$ cat config.mk
export PLATFORM = sky130hd
export DESIGN_NAME = byte_pack_buf
export DESIGN_NICKNAME = d
export VERILOG_FILES = /design/src/rtl/pbuf_pkg.sv /design/src/rtl/pbuf_arbiter.sv /design/src/rtl/pbuf_tx_ctrl.sv /design/src/rtl/pbuf_rx_ctrl.sv /design/src/rtl/pbuf_store.sv /design/src/rtl/byte_pack_buf.sv
export SDC_FILE = /design/constraint.sdc
export NUM_CORES = 1
export LEC_CHECK = 0
export BUFFER_PORTS_ARGS = -buffer_cell sky130_fd_sc_hd__buf_4
export CORE_ASPECT_RATIO = 1.25
export CORE_MARGIN = 2
export CORE_UTILIZATION = 35
export DETAILED_ROUTE_END_ITERATION = 8
export GPL_ROUTABILITY_DRIVEN = 1
export SKIP_CTS_REPAIR_TIMING = 1
export SYNTH_ARGS = -nofsm -noshare
export SYNTH_HDL_FRONTEND = slang
export SYNTH_HIERARCHICAL = 1
export SYNTH_SLANG_ARGS = --single-unit
$ cat constraint.sdc
create_clock -name clk -period 4.07 [get_ports clk]
set_input_delay 0.6105 -clock clk [delete_from_list [all_inputs] [get_ports clk]]
set_output_delay 0.6105 -clock clk [all_outputs]
set_load 0.005 [all_outputs]
$ cat src/rtl/pbuf_pkg.sv
package pbuf_pkg;

  localparam int unsigned BYTE_W = 8;
  localparam int unsigned HALF_B = 2;
  localparam int unsigned HALF_W = BYTE_W * HALF_B;

  typedef enum logic [2:0] {
    OP_IDLE,
    OP_WR_HALF,
    OP_WR_BYTE,
    OP_RD,
    OP_POP,
    OP_PUSH
  } buf_op_e;

  // Order a host halfword so that the older byte lands in the upper position.
  function automatic logic [HALF_W-1:0] pack_half(input logic [HALF_W-1:0] d,
                                                   input logic swap);
    return swap ? d : {d[BYTE_W-1:0], d[HALF_W-1:BYTE_W]};
  endfunction

  // Present the two lowest stored bytes (older in bits [7:0]) in host order.
  function automatic logic [HALF_W-1:0] unpack_half(input logic [HALF_W-1:0] lo,
                                                     input logic swap);
    return swap ? {lo[BYTE_W-1:0], lo[HALF_W-1:BYTE_W]} : lo;
  endfunction

endpackage

$ cat src/rtl/pbuf_arbiter.sv
module pbuf_arbiter
  import pbuf_pkg::*;
(
  input  logic    wr_en,
  input  logic    wr_byte,
  input  logic    rd_en,
  input  logic    pop,
  input  logic    push,
  output buf_op_e op
);

  always_comb begin
    if (wr_en)     op = wr_byte ? OP_WR_BYTE : OP_WR_HALF;
    else if (rd_en) op = OP_RD;
    else if (pop)   op = OP_POP;
    else if (push)  op = OP_PUSH;
    else            op = OP_IDLE;
  end

endmodule

$ cat src/rtl/pbuf_tx_ctrl.sv
module pbuf_tx_ctrl
  import pbuf_pkg::*;
#(
  parameter int unsigned DEPTH = 4
) (
  input  logic                           clk,
  input  logic                           rst_n,
  input  buf_op_e                        op,
  output logic [$clog2(DEPTH+1)-1:0]     level,
  output logic                           rdy,
  output logic                           udf,
  output logic                           wr_ok,
  output logic                           pop_ok,
  output logic                           udf_evt
);

  localparam int unsigned CNT_W = $clog2(DEPTH + 1);
  localparam logic [CNT_W-1:0] ROOM = CNT_W'(DEPTH - HALF_B);

  logic             is_wr;
  logic [CNT_W-1:0] inc;
  logic [CNT_W-1:0] lvl_up;
  logic [CNT_W-1:0] lvl_dn;

  assign is_wr   = (op == OP_WR_HALF) || (op == OP_WR_BYTE);
  assign wr_ok   = is_wr && (level <= ROOM);
  assign inc     = (op == OP_WR_HALF) ? CNT_W'(HALF_B) : CNT_W'(1);
  assign lvl_up  = level + inc;
  assign lvl_dn  = level - CNT_W'(1);
  assign pop_ok  = (op == OP_POP) && (level != '0);
  assign udf_evt = (op == OP_POP) && (level == '0);

  always_ff @(posedge clk) begin
    if (!rst_n) begin
      level <= '0;
      rdy   <= 1'b0;
      udf   <= 1'b0;
    end else begin
      if (wr_ok) begin
        level <= lvl_up;
        udf   <= 1'b0;
        if (lvl_up > ROOM) rdy <= 1'b0;
      end else if (pop_ok) begin
        level <= lvl_dn;
        if (lvl_dn <= ROOM) rdy <= 1'b1;
      end else if (udf_evt) begin
        udf <= 1'b1;
      end
    end
  end

endmodule

$ cat src/rtl/pbuf_rx_ctrl.sv
module pbuf_rx_ctrl
  import pbuf_pkg::*;
#(
  parameter int unsigned DEPTH = 4
) (
  input  logic                           clk,
  input  logic                           rst_n,
  input  buf_op_e                        op,
  input  logic                           sbd_clr,
  output logic [$clog2(DEPTH+1)-1:0]     level,
  output logic                           rdy,
  output logic                           ovr,
  output logic                           sbd,
  output logic                           push_ok,
  output logic                           rd_single,
  output logic                           rd_shift
);

  localparam int unsigned CNT_W = $clog2(DEPTH + 1);
  localparam logic [CNT_W-1:0] FULL = CNT_W'(DEPTH);
  localparam logic [CNT_W-1:0] PAIR = CNT_W'(HALF_B);

  logic is_rd;
  logic rd_pair;
  logic ovr_evt;

  assign is_rd     = (op == OP_RD);
  assign rd_single = is_rd && (level == CNT_W'(1));
  assign rd_pair   = is_rd && (level >= PAIR);
  assign rd_shift  = is_rd && (level > PAIR);
  assign push_ok   = (op == OP_PUSH) && (level < FULL);
  assign ovr_evt   = (op == OP_PUSH) && (level == FULL);

  always_ff @(posedge clk) begin
    if (!rst_n) begin
      level <= '0;
      rdy   <= 1'b0;
      ovr   <= 1'b0;
      sbd   <= 1'b0;
    end else begin
      if (sbd_clr) sbd <= 1'b0;
      if (is_rd) ovr <= 1'b0;
      if (rd_single) begin
        level <= '0;
        sbd   <= 1'b1;
        rdy   <= 1'b0;
      end else if (rd_pair) begin
        level <= level - PAIR;
        if (level == PAIR) rdy <= 1'b0;
      end else if (push_ok) begin
        level <= level + CNT_W'(1);
        rdy   <= 1'b1;
      end else if (ovr_evt) begin
        ovr <= 1'b1;
      end
    end
  end

endmodule

$ cat src/rtl/pbuf_store.sv
module pbuf_store
  import pbuf_pkg::*;
#(
  parameter int unsigned DEPTH = 4
) (
  input  logic                           clk,
  input  logic                           rst_n,
  input  buf_op_e                        op,
  input  logic                           wr_ok,
  input  logic                           push_ok,
  input  logic                           rd_shift,
  input  logic                           swap,
  input  logic [HALF_W-1:0]              wr_data,
  input  logic [BYTE_W-1:0]              rx_byte,
  input  logic [$clog2(DEPTH+1)-1:0]     rx_level,
  output logic [DEPTH*BYTE_W-1:0]        data
);

  localparam int unsigned W = DEPTH * BYTE_W;

  always_ff @(posedge clk) begin
    if (!rst_n) begin
      data <= '0;
    end else begin
      if (wr_ok && op == OP_WR_HALF)
        data <= {data[W-HALF_W-1:0], pack_half(wr_data, swap)};
      else if (wr_ok && op == OP_WR_BYTE)
        data <= {data[W-BYTE_W-1:0], wr_data[BYTE_W-1:0]};
      else if (rd_shift)
        data <= data >> HALF_W;
      else if (push_ok)
        data[rx_level*BYTE_W +: BYTE_W] <= rx_byte;
    end
  end

endmodule

$ cat src/rtl/byte_pack_buf.sv
module byte_pack_buf
  import pbuf_pkg::*;
#(
  parameter int unsigned DEPTH = 4
) (
  input  logic                          clk,
  input  logic                          rst_n,
  input  logic                          swap_en,
  input  logic                          host_wr_en,
  input  logic                          host_wr_byte,
  input  logic [15:0]                   host_wr_data,
  input  logic                          host_rd_en,
  output logic [15:0]                   host_rd_data,
  input  logic                          eng_tx_pop,
  output logic [7:0]                    eng_tx_byte,
  input  logic                          eng_rx_push,
  input  logic [7:0]                    eng_rx_byte,
  input  logic                          sbd_clr,
  output logic [$clog2(DEPTH+1)-1:0]    tx_level,
  output logic [$clog2(DEPTH+1)-1:0]    rx_level,
  output logic                          tx_rdy,
  output logic                          rx_rdy,
  output logic                          tx_udf,
  output logic                          rx_ovr,
  output logic                          sbd_flag
);

  localparam int unsigned CNT_W = $clog2(DEPTH + 1);
  localparam int unsigned W     = DEPTH * BYTE_W;

  buf_op_e          op;
  logic             wr_ok;
  logic             pop_ok;
  logic             udf_evt;
  logic             push_ok;
  logic             rd_single;
  logic             rd_shift;
  logic [W-1:0]     store;
  logic [CNT_W-1:0] tx_top;

  pbuf_arbiter u_arb (
    .wr_en   (host_wr_en),
    .wr_byte (host_wr_byte),
    .rd_en   (host_rd_en),
    .pop     (eng_tx_pop),
    .push    (eng_rx_push),
    .op      (op)
  );

  pbuf_tx_ctrl #(.DEPTH(DEPTH)) u_tx (
    .clk     (clk),
    .rst_n   (rst_n),
    .op      (op),
    .level   (tx_level),
    .rdy     (tx_rdy),
    .udf     (tx_udf),
    .wr_ok   (wr_ok),
    .pop_ok  (pop_ok),
    .udf_evt (udf_evt)
  );

  pbuf_rx_ctrl #(.DEPTH(DEPTH)) u_rx (
    .clk       (clk),
    .rst_n     (rst_n),
    .op        (op),
    .sbd_clr   (sbd_clr),
    .level     (rx_level),
    .rdy       (rx_rdy),
    .ovr       (rx_ovr),
    .sbd       (sbd_flag),
    .push_ok   (push_ok),
    .rd_single (rd_single),
    .rd_shift  (rd_shift)
  );

  pbuf_store #(.DEPTH(DEPTH)) u_store (
    .clk      (clk),
    .rst_n    (rst_n),
    .op       (op),
    .wr_ok    (wr_ok),
    .push_ok  (push_ok),
    .rd_shift (rd_shift),
    .swap     (swap_en),
    .wr_data  (host_wr_data),
    .rx_byte  (eng_rx_byte),
    .rx_level (rx_level),
    .data     (store)
  );

  assign tx_top       = tx_level - CNT_W'(1);
  assign eng_tx_byte  = (tx_level == '0) ? '0 : store[tx_top*BYTE_W +: BYTE_W];
  assign host_rd_data = unpack_half(store[HALF_W-1:0], swap_en);

endmodule

Word level (Yosys, flattened, before mapping)
Cells that the tools add are included.

Register bits after elaboration: 43. Bits in latches: 0. Memory bits (writable): 0. Bits in read-only memories: 0. Input port bits: 33. Output and inout bits: 35. Logic and storage cells: 89. Memories kept: 0.

$add $sub $neg: 5. Multiply operators: 0. Div/mod/pow operators: 0. Magnitude comparators: 6. Equality and inequality tests: 10. Shifts and indexed selects: 3. Mux-type cells: 32. Bitwise operators: 2. Reduce and logical (&&, ||, !) cells: 23.

Operators with widths (number): $mux 32 (4); $neg 6->34 (1); $shift 8x34->32 const A (1); $shiftx 8x34->32 (1); $bwmux 32 (1); $mux 16 (2); $shiftx 32x7->8 (1); $mux 3 (8); $mux 1 (14); $logic_and 1x1->1 (10); $eq 3x2->1 const B (3); $eq 3x3->1 const B (3); $mux 8 (1); $reduce_bool 2->1 (4); $eq 3x1->1 const B (2); $gt 3x2->1 const B (2); $le 3x2->1 const B (2); $mux 2 (2); $ne 2x2->1 const B (2); $reduce_and 2->1 (2); $reduce_bool 4->1 (1); $reduce_or 2->1 (2); $add 3x1->3 const B (1); $add 3x3->3 (1); other kinds (9) (10).

Depth between registers and ports, before layout
Gate-level depths: netlist of the first run.

Depth in word-level cells: 10. Mapped depth: 12. Depth with buffers taken out: 9.

Cells and area by module
Netlist of the first run, hierarchy kept.

Modules (own cells, without submodules): pbuf_store (times used 1, cells each 305, area an instance 2546.2 um2, sequential area each 640.6 um2); byte_pack_buf (times used 1, cells each 52, area an instance 495.5 um2, sequential area each 0.0 um2); pbuf_tx_ctrl (times used 1, cells each 46, area an instance 412.9 um2, sequential area each 100.1 um2); pbuf_rx_ctrl (times used 1, cells each 41, area an instance 384.1 um2, sequential area each 120.1 um2); pbuf_arbiter (times used 1, cells each 5, area an instance 40.0 um2, sequential area each 0.0 um2).

Least setup slack after synthesis of the first run
OpenSTA, ideal clock, no wires.

Kind: input -> register. Start: input port eng_tx_pop. End: register u_tx.rdy. Arrival time: 3029 ps. Data required time: 3951 ps. Setup slack: 922 ps. Stages on the path: 9. Buffers on the path: 0. Cell sequence: nand2b_1 a22oi_1 or3b_2 ha_1 inv_1 fa_1 o21ai_0 nor2_1 o221a_1.

Cells in the longest elaborated chain, start to end: 9. Elaborated cells between the ends (all ways): 17. Those cells by class: add/sub (1); order compare (1); eq/ne (4); mux (5); reduce/logical (6).

RTL lines: start: declaration (line byte_pack_buf.sv:14) `input logic eng_tx_pop,`; $mux 3 (*) (line pbuf_arbiter.sv:15) `else if (pop) op = OP_POP;`; $mux 3 (*) (line pbuf_arbiter.sv:14) `else if (rd_en) op = OP_RD;`; $mux 3 (*) (line pbuf_arbiter.sv:13) `if (wr_en) op = wr_byte ? OP_WR_BYTE : OP_WR_HALF;`; net op[0] (line byte_pack_buf.sv:31) `buf_op_e op;`; $eq 3x1->1 (line pbuf_tx_ctrl.sv:25, pbuf_tx_ctrl.sv:27); $mux 2 (line pbuf_tx_ctrl.sv:27) `assign inc = (op == OP_WR_HALF) ? CNT_W'(HALF_B) : CNT_W'(1);`; $add 3x3->3 (line pbuf_tx_ctrl.sv:28) `assign lvl_up = level + inc;`; $gt 3x2->1 (line pbuf_tx_ctrl.sv:42) `if (lvl_up > ROOM) rdy <= 1'b0;`; $ne 2x2->1 (no line); $reduce_and 3->1 (no line); end signal: assignment (line pbuf_tx_ctrl.sv:36) `rdy <= 1'b0;`; end signal: assignment (line pbuf_tx_ctrl.sv:42); end signal: assignment (line pbuf_tx_ctrl.sv:45) `if (lvl_dn <= ROOM) rdy <= 1'b1;`; end: declaration (line pbuf_tx_ctrl.sv:10) `output logic rdy,`.

The timed path passes the listed nets; every way through them passes the cells marked *. A chain may end at the register's enable or synchronous reset.

Worst setup path after layout of the first run
Start: input port host_wr_en. End: register u_store.data[25].

Cells in the longest elaborated chain, start to end: 7. Elaborated cells between the ends (all ways): 15. Those cells by class: eq/ne (4); mux (4); reduce/logical (7).

RTL lines: start: declaration (line byte_pack_buf.sv:9) `input logic host_wr_en,`; $mux 3 (*) (line pbuf_arbiter.sv:13); net op[1] (line byte_pack_buf.sv:31); $eq 3x1->1 / $eq 3x2->1 (equally long branches) (line pbuf_tx_ctrl.sv:25) `assign is_wr = (op == OP_WR_HALF) || (op == OP_WR_BYTE);`; $logic_or 1x1->1 (*) (line pbuf_tx_ctrl.sv:25); $logic_and 1x1->1 (*) (line pbuf_tx_ctrl.sv:26) `assign wr_ok = is_wr && (level <= ROOM);`; net wr_ok (line byte_pack_buf.sv:32) `logic wr_ok;`; $logic_and 1x1->1 (line pbuf_store.sv:27) `else if (wr_ok && op == OP_WR_BYTE)`; $mux 32 (line pbuf_store.sv:27); $mux 32 (line pbuf_store.sv:25) `if (wr_ok && op == OP_WR_HALF)`; end signal: assignment (line pbuf_store.sv:26) `data <= {data[W-HALF_W-1:0], pack_half(wr_data, swap)};`; end signal: assignment (line pbuf_store.sv:28) `data <= {data[W-BYTE_W-1:0], wr_data[BYTE_W-1:0]};`; end signal: assignment (line pbuf_store.sv:30) `data <= data >> HALF_W;`; end: declaration (line pbuf_store.sv:16) `output logic [DEPTH*BYTE_W-1:0] data`.

Marks and branches as above.

==> results.py, run 1 <==
metrics = {
    "status": {
        "status": "completed",
    },
    "sta": {
        "setup_viol": 0,
        "final.min_clock_period_ps": 3220,
        "slew_violations": 0,
        "holdWs_ps": 492,
        "slew_headroom": 0.222,
        "rsz0062_at_grt": "no",
        "tightest_slew_ps": 1170,
        "finClkSkew_ps": 8.03,
        "fmax_mhz": 310,
        "finalHoldViolCount": 0,
        "setup_tns_ps": 0,
        "fin_crit_sh": 0.791,
    },
    "power_and_ir_drop": {
        "power.internal_uw": 988,
        "pwr-share-clk": 0.311,
        "swShare": 0.359,
        "p_leak_nw": 1.77,
        "power.switching_uw": 555,
        "powerDensity_nw_per_um2": 338,
        "peakVddDrop_v": 0.000214,
        "pwr-share-comb": 0.365,
        "seq_power_share": 0.324,
    },
    "grt": {
        "grt_pass1_wl_um": 19500,
        "antenna_found_initial": 0,
        "grt_pass1_vias": 3661,
        "grt_usage": 0.206,
        "grt_max_degree": 39,
        "gr-total-overflow": 0,
    },
    "logic_synthesis": {
        "synth.most_common_cell": "dfxtp_1",
        "syn_inst": 449,
        "avgSynthCellArea_um2": 8.64,
        "yosys_warnings": 6,
        "yosysTopAreaCellShare": 0.222,
        "yosysSeqAreaShare": 0.222,
        "synth_area_leaders": "dfxtp_1, mux2i_1, ha_1",
        "synth_edf_count": 0,
        "synth_nets": 497,
        "ys.flop_type": "dfxtp_1",
        "synth_top_area_cell": "dfxtp_1",
        "ys_top_cells_by_count": "dfxtp_1, nand2_1, a21oi_1, mux2i_1, inv_1",
        "ys_ff_latch": 43,
        "postSynth.asyncResetShare": 0,
        "ys_types": 74,
        "syn_area_um2": 3880,
    },
    "finish": {
        "nNetsFinal": 543,
        "diodes": 0,
        "final_area_um2": 4570,
        "syn_to_final_growth_pct": 17.8,
        "instances_no_fill": 631,
        "drive_above_1_share": 0.208,
        "fin_util": 0.416,
    },
    "die": {
        "die_area_um2": 11900,
        "rows": 43,
        "die_x_um": 98.2,
        "initial_core_util": 0.353,
        "core-area_um2": 11000,
        "die_y_um": 122,
        "io_pins": 68,
    },
    "setup_path": {
        "cp-end-kind": "flip-flop",
        "slowest_stage": "and4bb_1",
        "path_cells": "buf_4, mux2_4, xor2_1, o211ai_2, inv_1, and4bb_1, a22oi_1, a22o_1",
        "path_delay_family": "simple AND/OR/NAND/NOR gates",
        "worstSetupStartpointType": "input pin",
        "cp.required_ps": 4260,
        "cp_slowest_stage_delay_ps": 1030,
        "cp_num_buf_inv": 2,
        "arrival_ps": 3410,
        "cp_max_fo": 29,
        "path_class": "in2reg",
    },
    "clocking": {
        "path_clk_slew_ps": 70,
        "cts.sinks": 43,
        "cts_buffer_depth": 2,
        "tritoncts.num_buffers": 5,
        "htreeDepth": 2,
        "cts_tree": "done",
        "cts-root-buf": "clkbuf_16",
        "clk_latency_ps": 290,
    },
    "place": {
        "place_congestion": 0.920,
        "port_buffers": 67,
        "post_dp_cell_area_um2": 4400,
        "dp.cells": 623,
        "dpl.hpwl_um": 9280,
    },
    "drt": {
        "drt-total-wl_um": 12900,
        "firstDrtPassIters": 5,
        "vias": 3862,
        "drtIter0Drc": 252,
        "viasPerCell": 6.12,
        "drc": 0,
        "wl_per_cell_um": 20.5,
        "ant_nets": 0,
    },
    "worst_hold_path": {
        "hold_path_class": "reg2reg",
    },
    "run": {
        "drv_cap": 0,
    },
}
[layout make-up]
class | instances | area [µm²]
timing repair buffer | 72 | 541
tap | 135 | 169
fill | 1150 | 6410
multi-input combinational | 348 | 2740
clock buffer | 5 | 125
clock inverter | 3 | 43.8
inverter | 25 | 93.8
sequential | 43 | 861
[cells in the final DEF (no fill, tap or decap), types with 5 or more instances in the layout]
cell	instances
buf_4	72
a21oi_1	29
a22oi_1	9
nor2b_1	12
a221o_1	6
nor4b_1	6
o2bb2ai_1	9
a21boi_0	6
o22ai_1	17
o32ai_1	6
clkbuf_16	5
o21ai_0	19
nand3_1	6
dfxtp_1	43
a32o_1	14
a41oi_1	7
nand2b_1	14
mux2i_1	27
nor3_1	7
a211oi_1	6
ha_1	14
a41o_1	6
inv_1	22
nand2_1	32
mux2_1	14
nor2_1	13
and2_1	7
[kinds of logic (layout without fill, tap and decap cells)]
logic type      Yosys count  after routing  synth area share
compound gates          161            161             0.311
simple gates            122            122             0.206
buf+inv                  58            105            0.0739
mux                      45             45             0.123
flops                    43             43             0.222
fa+ha+maj                15             15            0.0503
xor+xnor                  5              5            0.0132
[sequential cells by signal (all words and copies together), names as in the netlist]
signal        count
u_tx/rdy          1
u_rx/rdy          1
u_rx/ovr          1
u_tx/level        3
u_store/data     32
u_rx/sbd          1
u_rx/level        3
u_tx/udf          1
[worst paths after layout]
kind | startpoint | endpoint | slack (ps) | depth (start not counted)
max | host_wr_en | u_store/data[25] | 850 | 8
min reg2reg | u_rx/rdy | u_rx/rdy | 490 | 2
min | u_rx/rdy | u_rx/rdy | 490 | 2
max reg2reg | u_rx/level[0] | u_store/data[1] | 1110 | 7
[routing by layer]
metal | track usage | up-vias | wire length, µm
li1 | - | 1818 | -
met1 | 0.256 | 1807 | 5250
met2 | 0.349 | 191 | 6260
met3 | 0.0310 | 46 | 776
met4 | 0.103 | 0 | 627
met5 | 0 | - | 0
[worst min-delay path, cell delays in order (launching register included)]
cell and delay, ps:
dfxtp_1 310, o21ai_1 70, a21oi_1 70
[power by group through the flow]
stage | Combinational, mW | Clock [mW] | Sequential (mW)
after CTS | 0.555 | 0.484 | 0.500
after global placement | 0.542 | 0 | 0.509
after floorplan | 0.411 | 0 | 0.486
final | 0.563 | 0.480 | 0.500
after detailed placement | 0.553 | 0 | 0.510
after global routing | 0.609 | 0.501 | 0.504
[metrics by stage]
step	setup slack, ps	power [mW]
2_1_floorplan	922	0.897
3_3_place_gp	744	1.05
3_5_place_dp	635	1.06
4_1_cts	943	1.54
5_1_grt	682	1.61
6_report	849	1.54
Power figures use the tool's default switching activity.
==> inputs of run 2 (changes only) <==
Clock period 4.07 ns to 2.96 ns, I/O delays scaled along.
==> results.py, run 2 (synthesis gave the netlist of run 1 again) <==
metrics = {
    "status": {
        "status": "completed",
    },
    "place": {
        "place_congestion": 0.941,
        "dp_slack_ps": 297,
        "port_buffers": 67,
        "dpl.hpwl_um": 9560,
        "dp.cells": 636,
    },
    "die": {
        "die_area_um2": 11900,
        "core-area_um2": 11000,
        "io_pins": 68,
        "die_x_um": 98.2,
        "initial_core_util": 0.353,
        "die_y_um": 122,
        "rows": 43,
    },
    "setup_path": {
        "rr_endpoint": "u_store/data[13]",
        "arrival_ps": 2260,
        "cp-end-kind": "output port",
        "reg2regPathDepth": 8,
        "path_class": "reg2out",
        "worstSetupStartpointType": "flip-flop",
        "cp.required_ps": 2520,
        "reg2reg_slack_ps": 390,
        "cp_max_fo": 8,
        "worstReg2RegStart": "u_tx/level[0]",
    },
    "finish": {
        "syn_to_final_growth_pct": 19.6,
        "largest_reg_flops": 32,
        "fin_util": 0.423,
        "reg_top3": "u_store/data x32, u_rx/level x3, u_tx/level x3",
        "final_common_cell": "buf_4",
        "final_cell_mix": "buf_4, dfxtp_1, nand2_1",
        "diodes": 0,
        "instances_no_fill": 644,
        "drive_above_1_share": 0.226,
        "top_register": "u_store/data",
        "nFillCells": 1108,
        "nNetsFinal": 556,
    },
    "drt": {
        "wl_per_cell_um": 19.9,
        "drc": 0,
        "ant_nets": 0,
        "drtIter0Drc": 279,
        "firstDrtPassIters": 5,
        "drt-total-wl_um": 12800,
        "viasPerCell": 6.10,
        "vias": 3928,
    },
    "worst_hold_path": {
        "hold_path_end": "u_rx/sbd",
        "hold_path_class": "in2reg",
        "hold_depth": 3,
        "min_from": "sbd_clr",
    },
    "grt": {
        "grt_pass1_wl_um": 19900,
        "grt_pass1_vias": 3802,
        "antenna_found_initial": 0,
        "gr-usage-met1": 0.242,
        "use_met3": 0.0287,
        "grt_max_degree": 39,
        "grt_util_met2": 0.376,
        "grt_usage": 0.210,
        "gr-total-overflow": 0,
        "top_usage_layer": "met2",
    },
    "sta": {
        "slew_violations": 0,
        "slew_headroom": 0.467,
        "final.min_clock_period_ps": 2700,
        "finalHoldViolCount": 0,
        "finClkSkew_ps": 6.93,
        "fmax_mhz": 370,
        "setup_viol": 0,
        "holdWs_ps": 455,
        "tightest_slew_ps": 798,
        "fin_crit_sh": 0.914,
        "fin_ws_ps": 255,
        "setup_tns_ps": 0,
        "rsz0062_at_grt": "no",
    },
    "clocking": {
        "htreeDepth": 2,
        "tritoncts.num_buffers": 5,
        "clk_latency_ps": 290,
        "cts.sinks": 43,
        "cts_tree": "done",
        "cts-root-buf": "clkbuf_16",
        "path_clk_slew_ps": 60,
        "cts_buffer_depth": 2,
    },
    "power_and_ir_drop": {
        "power.switching_uw": 746,
        "p_leak_nw": 1.82,
        "power.internal_mw": 1.29,
        "powerDensity_nw_per_um2": 439,
        "swShare": 0.366,
        "pwr-share-clk": 0.274,
        "seq_power_share": 0.338,
        "pwr-share-comb": 0.388,
        "peakVddDrop_v": 0.000235,
    },
    "run": {
        "drv_cap": 0,
    },
}
run 2: area by class of cell:
| class | instances | area [µm²] | share of cell area |
|---|---|---|---|
| clock buffer | 6 | 129 | 0.0278 |
| multi-input combinational | 348 | 2740 | 0.590 |
| timing repair buffer | 85 | 638 | 0.138 |
| inverter | 25 | 93.8 | 0.0202 |
| clock inverter | 2 | 12.5 | 0.00270 |
| tap | 135 | 169 | 0.0364 |
| sequential | 43 | 861 | 0.186 |
run 2: power groups by stage:
stage	logic, mW	clock network (mW)	registers (mW)
5_1_grt	0.864	0.580	0.694
3_3_place_gp	0.768	0	0.701
2_1_floorplan	0.566	0	0.668
6_report	0.791	0.558	0.689
4_1_cts	0.782	0.564	0.689
3_5_place_dp	0.779	0	0.702
run 2: how the worst max path moves through the flow:
stage,from,to,slack (ps),cells past startpoint
finish,u_tx/level[0],eng_tx_byte[0],260,6
floorplan,eng_tx_pop,u_tx/rdy,230,9
global placement,eng_tx_pop,u_tx/rdy,300,10
detailed placement,eng_tx_pop,u_tx/rdy,300,10
CTS,u_tx/level[0],eng_tx_byte[0],220,6
global route,u_tx/level[0],eng_tx_byte[0],130,6
run 2: through the flow:
step                      power [mW]  cell area [µm²]
after floorplan                 1.23             3880
after global routing            2.14             4640
final                           2.04             4640
after global placement          1.47             4500
after CTS                       2.03             4640
after detailed placement        1.48             4500
run 2: critical path: stages (launching register included):
cell     delay, ps
dfxtp_1        490
inv_1           80
ha_1           200
ha_1           280
or3b_1         530
o22ai_1        240
buf_4          150
run 2: routing by layer:
layer,vias up,share of wire
met2,171,0.50
li1,1844,-
met3,61,0.052
met1,1852,0.40
met5,-,0
met4,0,0.056
==> inputs of run 3 (changes only) <==
Settings changed: PLACE_DENSITY from default to 0.55.
==> results.py, run 3 (synthesis gave the netlist of run 1 again) <==
metrics = {
    "drt": {
        "drc": 0,
        "drtIter0Drc": 346,
        "viasPerCell": 6.00,
        "vias": 3872,
        "wl_per_cell_um": 19.9,
        "drt-total-wl_um": 12800,
        "wl_met1_um": 5230,
        "met2_length_um": 6550,
        "ant_nets": 0,
        "wl_met3_um": 733,
        "dr.max_layer_used": "met4",
        "firstDrtPassIters": 7,
    },
    "sta": {
        "fmax_mhz": 365,
        "tightest_slew_ps": 816,
        "finalHoldViolCount": 0,
        "fin_crit_sh": 0.926,
        "setup_viol": 0,
        "finClkSkew_ps": 6.12,
        "slew_violations": 0,
        "rsz0062_at_grt": "no",
        "slew_headroom": 0.455,
        "holdWs_ps": 470,
        "final.min_clock_period_ps": 2740,
        "setup_tns_ps": 0,
    },
    "setup_path": {
        "cp-end-kind": "output port",
        "reg2reg_slack_ps": 400,
        "worstReg2RegStart": "u_rx/level[2]",
        "arrival_ps": 2300,
        "cp_max_fo": 8,
        "reg2regPathDepth": 9,
        "cp.required_ps": 2520,
        "worstSetupStartpointType": "flip-flop",
        "path_class": "reg2out",
        "rr_endpoint": "u_store/data[11]",
    },
    "clocking": {
        "cts.sinks": 43,
        "clk_latency_ps": 290,
        "cts_tree": "done",
        "htreeDepth": 2,
        "tritoncts.num_buffers": 5,
        "cts_buffer_depth": 2,
        "cts-root-buf": "clkbuf_16",
        "path_clk_slew_ps": 60,
    },
    "worst_hold_path": {
        "hold_path_class": "in2reg",
        "hold_depth": 3,
        "hold_path_end": "u_rx/sbd",
        "min_from": "sbd_clr",
    },
    "finish": {
        "drive_above_1_share": 0.229,
        "instances_no_fill": 645,
        "nNetsFinal": 558,
        "final_cell_mix": "buf_4, dfxtp_1, nand2_1",
        "final_common_cell": "buf_4",
        "top_register": "u_store/data",
        "final_area_um2": 4660,
        "largest_reg_flops": 32,
        "reg_top3": "u_store/data x32, u_rx/level x3, u_tx/level x3",
        "nFillCells": 1139,
        "syn_to_final_growth_pct": 20.1,
        "diodes": 0,
    },
    "place": {
        "port_buffers": 67,
        "dpl.hpwl_um": 9480,
        "post_dp_cell_area_um2": 4510,
        "dp.cells": 638,
        "place_congestion": 0.850,
    },
    "die": {
        "core-area_um2": 11000,
        "die_y_um": 122,
        "die_x_um": 98.2,
        "io_pins": 68,
        "die_area_um2": 11900,
        "rows": 43,
        "initial_core_util": 0.353,
    },
    "grt": {
        "grt_pass1_wl_um": 19900,
        "antenna_found_initial": 0,
        "grt_pass1_vias": 3754,
        "gr-total-overflow": 0,
        "grt_usage": 0.210,
        "grt_max_degree": 39,
    },
    "power_and_ir_drop": {
        "powerDensity_nw_per_um2": 442,
        "peakVddDrop_v": 0.000227,
        "total_power_mw": 2.06,
        "p_leak_nw": 1.83,
    },
    "status": {
        "status": "completed",
    },
    "run": {
        "drv_cap": 0,
    },
}
run 3: cell types whose count changed in the layout (fill, tap and decap cells not counted), sizes merged:
cell | before | now
clkinvlp | 1 | 0
buf | 85 | 87
run 3: worst max path at each step:
stage / to / start
3_5_place_dp: u_tx/rdy / eng_tx_pop
5_1_grt: eng_tx_byte[7] / u_tx/level[0]
3_3_place_gp: u_tx/rdy / eng_tx_pop
6_report: eng_tx_byte[7] / u_tx/level[0]
2_1_floorplan: u_tx/rdy / eng_tx_pop
4_1_cts: eng_tx_byte[1] / u_tx/level[0]
run 3: layout make-up:
| class | count | area (µm²) | area share |
|---|---|---|---|
| tap | 135 | 169 | 0.0363 |
| clock inverter | 1 | 5.00 | 0.00107 |
| inverter | 25 | 93.8 | 0.0202 |
| timing repair buffer | 87 | 653 | 0.140 |
| multi-input combinational | 348 | 2740 | 0.588 |
| clock buffer | 6 | 139 | 0.0298 |
| sequential | 43 | 861 | 0.185 |
run 3: critical path: stages (launching register included):
cell	delay, ps
dfxtp_1	490
inv_1	80
ha_1	200
ha_1	280
or3b_1	530
o22ai_1	260
buf_4	160
run 3: report_power, final:
group / leakage [nW] / switching [mW] / total, mW / internal, mW
logic: 1.41 / 0.433 / 0.802 / 0.369
clock network: 0.0727 / 0.239 / 0.569 / 0.330
registers: 0.348 / 0.0691 / 0.686 / 0.617
run 3: through the flow:
step                       util  setup WS (ps)
final                     0.424            218
after global routing      0.424           76.8
after CTS                 0.424            219
after detailed placement  0.411            303
after global placement    0.411            343
after floorplan               -            231
run 3: metal layers:
metal | vias up | global-route usage
met5 | - | 0
met4 | 0 | 0.0668
met3 | 25 | 0.0229
li1 | 1849 | -
met1 | 1823 | 0.257
met2 | 175 | 0.385
